<file path="config.mk">
export PLATFORM = sky130hd
export DESIGN_NAME = uart_rx_backend
export DESIGN_NICKNAME = d
export VERILOG_FILES = /design/src/rtl/rxb_pkg.sv /design/src/rtl/rxb_fifo.sv /design/src/rtl/rxb_hold.sv /design/src/rtl/rxb_ctrl.sv /design/src/rtl/uart_rx_backend.sv
export SDC_FILE = /design/constraint.sdc
export NUM_CORES = 2
export LEC_CHECK = 0
export ABC_AREA = 0
export BUFFER_PORTS_ARGS = -buffer_cell sky130_fd_sc_hd__buf_4
export CAP_MARGIN = 20
export CORE_UTILIZATION = 40
export DETAILED_ROUTE_END_ITERATION = 6
export RECOVER_POWER = 25
export SETUP_SLACK_MARGIN = 0.2
export SLEW_MARGIN = 20
export SYNTH_ARGS = -nofsm -noshare
export SYNTH_HDL_FRONTEND = slang
export SYNTH_HIERARCHICAL = 1
export SYNTH_SLANG_ARGS = --single-unit
</file>
<file path="constraint.sdc">
create_clock -name clk -period 5.5 [get_ports clk]
set_input_delay 0.55 -clock clk [delete_from_list [all_inputs] [get_ports clk]]
set_output_delay 0.55 -clock clk [all_outputs]
set_load 0.03 [all_outputs]
</file>
<file path="src/rtl/rxb_pkg.sv">
package rxb_pkg;
  localparam int DATA_W  = 8;
  localparam int ENTRY_W = DATA_W + 3;

  typedef struct packed {
    logic              brk;
    logic              ferr;
    logic              perr;
    logic [DATA_W-1:0] data;
  } rx_entry_t;
endpackage

</file>
<file path="src/rtl/rxb_fifo.sv">
module rxb_fifo
  import rxb_pkg::*;
#(
  parameter int DEPTH = 256
) (
  input  logic      clk,
  input  logic      rst,
  input  logic      flush,
  input  logic      wr_en,
  input  rx_entry_t wr_data,
  input  logic      rd_en,
  output rx_entry_t head,
  output logic      full,
  output logic      empty
);
  localparam int AW = $clog2(DEPTH);
  localparam int CW = AW + 1;

  logic [ENTRY_W-1:0] mem [DEPTH];
  logic [AW-1:0]      wp, rp, raddr;
  logic [CW-1:0]      cnt;
  logic [ENTRY_W-1:0] q;

  initial begin
    if (DEPTH != (1 << AW)) $error("DEPTH must be a power of two");
  end

  assign raddr = rd_en ? rp + AW'(1) : rp;

  always_ff @(posedge clk) begin
    if (wr_en) mem[wp] <= wr_data;
  end

  always_ff @(posedge clk) begin
    if (wr_en && (wp == raddr)) q <= wr_data;
    else                        q <= mem[raddr];
  end

  always_ff @(posedge clk) begin
    if (rst || flush) begin
      wp  <= '0;
      rp  <= '0;
      cnt <= '0;
    end else begin
      if (wr_en) wp <= wp + AW'(1);
      if (rd_en) rp <= rp + AW'(1);
      cnt <= cnt + CW'(wr_en) - CW'(rd_en);
    end
  end

  assign head  = rx_entry_t'(q);
  assign full  = (cnt == CW'(DEPTH));
  assign empty = (cnt == '0);

  p_no_overflow_r4: assert property (@(posedge clk) disable iff (rst)
    (wr_en && !rd_en) |-> !full);
  p_no_underflow_r3: assert property (@(posedge clk) disable iff (rst)
    rd_en |-> !empty);
  p_flush_empties_r9: assert property (@(posedge clk) disable iff (rst)
    flush |=> empty);
endmodule

</file>
<file path="src/rtl/rxb_hold.sv">
module rxb_hold
  import rxb_pkg::*;
(
  input  logic      clk,
  input  logic      rst,
  input  logic      flush,
  input  logic      char_acc,
  input  rx_entry_t char_in,
  input  logic      pop,
  input  logic      fifo_full,
  output logic      fifo_wr,
  output rx_entry_t fifo_wdata,
  output logic      hold_v
);
  rx_entry_t hold_q;

  always_comb begin
    fifo_wr    = 1'b0;
    fifo_wdata = char_in;
    if (!flush) begin
      if (hold_v && pop) begin
        fifo_wr    = 1'b1;
        fifo_wdata = hold_q;
      end else if (char_acc && (!fifo_full || pop)) begin
        fifo_wr = 1'b1;
      end
    end
  end

  always_ff @(posedge clk) begin
    if (rst || flush) begin
      hold_v <= 1'b0;
    end else if (hold_v && pop) begin
      hold_v <= char_acc;
      if (char_acc) hold_q <= char_in;
    end else if (char_acc && fifo_full && !pop) begin
      hold_v <= 1'b1;
      hold_q <= char_in;
    end
  end

  p_hold_only_when_full_r4: assert property (@(posedge clk) disable iff (rst)
    hold_v |-> fifo_full);
  p_hold_drains_on_pop_r4: assert property (@(posedge clk) disable iff (rst)
    (hold_v && pop && !flush) |-> fifo_wr);
endmodule

</file>
<file path="src/rtl/rxb_ctrl.sv">
module rxb_ctrl (
  input  logic clk,
  input  logic rst,
  input  logic cmd_enable,
  input  logic cmd_disable,
  input  logic cmd_rx_reset,
  input  logic cmd_err_reset,
  input  logic rx_start,
  input  logic char_valid,
  input  logic fifo_full,
  input  logic hold_v,
  input  logic pop,
  output logic en,
  output logic char_acc,
  output logic overrun
);
  logic armed;
  logic stop_now;
  logic ovr_set;

  assign stop_now = cmd_disable || cmd_rx_reset;
  assign char_acc = char_valid && armed && en && !stop_now;
  assign ovr_set  = rx_start && en && !stop_now && hold_v && fifo_full && !pop;

  always_ff @(posedge clk) begin
    if (rst || stop_now)       en <= 1'b0;
    else if (cmd_enable)       en <= 1'b1;
  end

  always_ff @(posedge clk) begin
    if (rst || stop_now)       armed <= 1'b0;
    else if (rx_start && en)   armed <= 1'b1;
    else if (char_valid)       armed <= 1'b0;
  end

  always_ff @(posedge clk) begin
    if (rst)                   overrun <= 1'b0;
    else if (ovr_set)          overrun <= 1'b1;
    else if (cmd_err_reset)    overrun <= 1'b0;
  end

  p_overrun_sticky_r6: assert property (@(posedge clk) disable iff (rst)
    (overrun && !cmd_err_reset) |=> overrun);
  p_overrun_from_start_r6: assert property (@(posedge clk) disable iff (rst)
    $rose(overrun) |-> $past(rx_start));
  p_disabled_no_accept_r7: assert property (@(posedge clk) disable iff (rst)
    !en |-> !char_acc);
  p_disable_now_r7: assert property (@(posedge clk) disable iff (rst)
    cmd_disable |=> !en);
endmodule

</file>
<file path="src/rtl/uart_rx_backend.sv">
module uart_rx_backend
  import rxb_pkg::*;
#(
  parameter int DEPTH = 256
) (
  input  logic              clk,
  input  logic              rst,
  input  logic              rx_start,
  input  logic              char_valid,
  input  logic [DATA_W-1:0] char_data,
  input  logic              char_perr,
  input  logic              char_ferr,
  input  logic              char_brk,
  input  logic              cmd_enable,
  input  logic              cmd_disable,
  input  logic              cmd_rx_reset,
  input  logic              cmd_err_reset,
  input  logic              rd_strobe,
  output logic              rx_ready,
  output logic [DATA_W-1:0] rd_data,
  output logic              rd_perr,
  output logic              rd_ferr,
  output logic              rd_brk,
  output logic              overrun,
  output logic              rx_enabled
);
  rx_entry_t char_in, wdata, head;
  logic      char_acc, fifo_wr, hold_v, full, empty, pop;

  assign char_in = '{brk: char_brk, ferr: char_ferr, perr: char_perr, data: char_data};
  assign rx_ready = !empty;
  assign pop      = rd_strobe && rx_ready && !cmd_rx_reset;

  rxb_ctrl u_ctrl (
    .clk(clk), .rst(rst),
    .cmd_enable(cmd_enable), .cmd_disable(cmd_disable),
    .cmd_rx_reset(cmd_rx_reset), .cmd_err_reset(cmd_err_reset),
    .rx_start(rx_start), .char_valid(char_valid),
    .fifo_full(full), .hold_v(hold_v), .pop(pop),
    .en(rx_enabled), .char_acc(char_acc), .overrun(overrun)
  );

  rxb_hold u_hold (
    .clk(clk), .rst(rst), .flush(cmd_rx_reset),
    .char_acc(char_acc), .char_in(char_in), .pop(pop), .fifo_full(full),
    .fifo_wr(fifo_wr), .fifo_wdata(wdata), .hold_v(hold_v)
  );

  rxb_fifo #(.DEPTH(DEPTH)) u_fifo (
    .clk(clk), .rst(rst), .flush(cmd_rx_reset),
    .wr_en(fifo_wr), .wr_data(wdata), .rd_en(pop),
    .head(head), .full(full), .empty(empty)
  );

  assign rd_data = rx_ready ? head.data : '0;
  assign rd_perr = rx_ready && head.perr;
  assign rd_ferr = rx_ready && head.ferr;
  assign rd_brk  = rx_ready && head.brk;

  p_ready_drops_on_reset_r9: assert property (@(posedge clk) disable iff (rst)
    cmd_rx_reset |=> (!rx_ready && !rx_enabled));
  p_accept_sets_ready_r2: assert property (@(posedge clk) disable iff (rst)
    (char_acc && !cmd_rx_reset) |=> rx_ready);
endmodule

</file>
==> out/qor.yml <==
outcome: "finished, violations left"
violations: "max-capacitance violations, max-slew violations"
coreArea_sq_um: 275000
routedWlPerCell_um: 31.1
syn_nets: 5257
synth_cells: 5219
mostFrequentLayoutCells: "edfxtp_1 (2827), mux4_2 (585), buf_4 (417)"
cts_tree: "done"
synth_edf_count: 2827
viasPerCell: 5.81
finalCritPeriodShare_pct: 97.3
ys_seq_area_share_pct: 77.3
powerDensity_nw_per_um2: 395
critPathMaxStageDelay_ns: 0.66
synth_seq_cells: 2864
worstPathCellList: "buf_12, buf_12, buf_4, mux4_1, mux4_2, and2_1, nor4_2, buf_4, a221o_1, nor4_1, nor2b_1, buf_4"
syn_area_sq_um: 111000
final_nets: 5760
cpMostUsedCell: "buf_4"
final_area_sq_um: 128000
worstPathArrival_ns: 4.80
worst_path_max_delay_cell: "dfxtp_4"
ir_drop_mv: 0.325
tns_ns: 0
final_common_cell: "edfxtp_1"
drv_slew: 825
ys_types: 68
gr-total-overflow: 0
fmax_mhz: 187
syn_avg_cell_area_sq_um: 21.2
crit_type: "flip-flop to output pin"
die-area_sq_um: 279000
drt-initial-drc-count: 7201
relSlewSlack_pct: -27.2
die_x_um: 528
drv_cap: 9
worst_pin_slew_ns: 1.91
fin_skew_ns: 0.0541
cts_max_path_buffers: 4
place.gp.congestion: 0.852
total_power_mw: 50.4
clock_sinks: 2864
h-tree-depth: 5
area_growth_pct: 15.2
vias: 55900
track_usage_pct: 21.3
crit_path_end_kind: "output pin"
dp_hpwl_um: 185000
root_buffer: "clkbuf_16"
final_hold_viol_count: 0
start_kind: "flip-flop"
synth_flop_cell: "edfxtp_1"
grt_pass1_wl_um: 424000
die_y_um: 528
rsz0062_at_grt: "true"
clkTransAtPathRegs_ns: 0.06
antenna_left: 0
hold_class: "input port to flip-flop"
p_leak_nw: 38.7
async_reset_ff_share_pct: 0
instances_no_fill: 9634
layout-drive-gt1-share_pct: 25.8
numCtsBuffers: 294
start_util_pct: 40.4
clock_latency_ns: 0.87
finalSetupViolCount: 0
placement.io_buffers: 33
antenna_found_initial: 8
rows: 192
grt_pass1_vias: 55600
path_max_fanout: 34
io_pins: 34
firstDrtPassIters: 5
dp.cells: 9080
route.detailed.drc: 0
grt_start_max_net_pins: 134
final.min_clock_period_ns: 5.35
hold_ws_ns: 0.408
yosysWarnings: 6
place_area_sq_um: 118000
drt-total-wl_um: 300000
cp.required_ns: 4.95
[Yosys cell counts, drive strengths merged, types with 3 or more instances]
master	instances	area (sq um)
a21oi	93	465
a221oi	17	149
a22o	14	123
a22oi	214	1610
a31oi	4	25.0
and2	8	50.1
and3	4	25.0
buf	185	1350
clkbuf	115	437
dfxtp	37	741
edfxtp	2827	84900
ha	17	213
inv	18	67.6
mux2	22	285
mux2i	237	2370
mux4	616	14000
nand2	85	319
nand2b	10	62.6
nand3	60	305
nand3b	7	65.1
nand4	18	113
nor2	329	1240
nor2b	37	231
nor3	31	155
nor4	41	257
nor4b	5	50.0
nor4bb	3	30.0
o2111ai	7	61.3
o211ai	29	218
o21ai	15	75.1
o21bai	3	22.5
o22ai	61	382
or2	4	25.0
or3	7	48.8
xnor2	12	105
xor2	7	61.3
[routing by layer]
| metal | wire length [um] | vias up | GRT usage [%] |
|---|---|---|---|
| li1 | - | 22900 | - |
| met1 | 122000 | 30000 | 30.2 |
| met2 | 142000 | 2604 | 33.5 |
| met3 | 26000 | 420 | 3.85 |
| met4 | 10100 | 8 | 6.54 |
| met5 | 54 | - | 0 |
[cells by family after synthesis]
logic type               share of synthesized area, %
XOR/XNOR                                        0.150
buffers and inverters                            1.68
AO/OA/AOI/OAI                                    2.91
AND/OR/NAND/NOR                                  2.76
adder cells (fa/ha/maj)                         0.210
flip-flops                                       77.3
multiplexers                                     15.0
[what timing repair did]
item                       CTS  global route
hold endpoints to repair    15             0
gates cloned                 0             1
pin swaps                    4             3
setup endpoints to repair   11             6
buffers inserted             9             3
hold buffers                19             0
resized for setup           22            10
[layout make-up]
| type | count | area [sq um] |
|---|---|---|
| diodes | 5 | 12.5 |
| clock buffers | 361 | 7780 |
| clock inverters | 156 | 1670 |
| fillers | 22600 | 147000 |
| inverters | 18 | 67.6 |
| multi-input cells | 2037 | 23600 |
| flip-flops and latches | 2864 | 85700 |
| well taps | 3686 | 4610 |
| repair buffers | 507 | 4270 |
[state kept, by name, summed over array words and instances (netlist names), named ones only]
register        flops
u_hold/hold_q      11
u_fifo/cnt          9
u_ctrl/en           1
u_fifo/mem       2816
u_fifo/wp           8
u_ctrl/overrun      1
u_ctrl/armed        1
u_hold/hold_v       1
u_fifo/rp           8
[critical path, delay by kind of cell, from the launching register on]
kind | cells | cell delay [ns]
AOI/OAI and AO/OA | 1 | 0.19
and+or+nand+nor | 4 | 0.88
buffers and inverters | 5 | 1.34
muxes | 2 | 0.80
DFF | 1 | 0.66
[where the power goes]
group / total (mW) / switching (mW) / internal [mW]
Combinational: 6.51 / 3.52 / 2.99
Sequential: 24.0 / 0.0199 / 24.0
Clock: 19.9 / 8.31 / 11.6
Total: 50.4 / 11.8 / 38.5
[through the flow]
stage	setup WS [ns]	util, %
5_1_grt	0.0966	46.5
6_report	0.147	46.5
3_3_place_gp	0.314	42.9
3_5_place_dp	0.304	42.9
2_1_floorplan	1.52	-
4_1_cts	0.147	46.5
[final timing paths]
check | from | end | slack [ns] | cells after the start
hold reg to reg | u_fifo/rp[7]$_SDFF_PP0_ | flip-flop | 0.47 | 1
setup reg to reg | u_fifo/cnt[3]$_SDFF_PP0_ | u_fifo/mem[224][10]$_DFFE_PP_ | 0.20 | 14
hold / removal | cmd_rx_reset | u_hold/hold_q[8]$_DFFE_PP_ | 0.41 | 3
setup / recovery | flip-flop | rd_ferr | 0.15 | 12
Power figures use the tool's default switching activity.
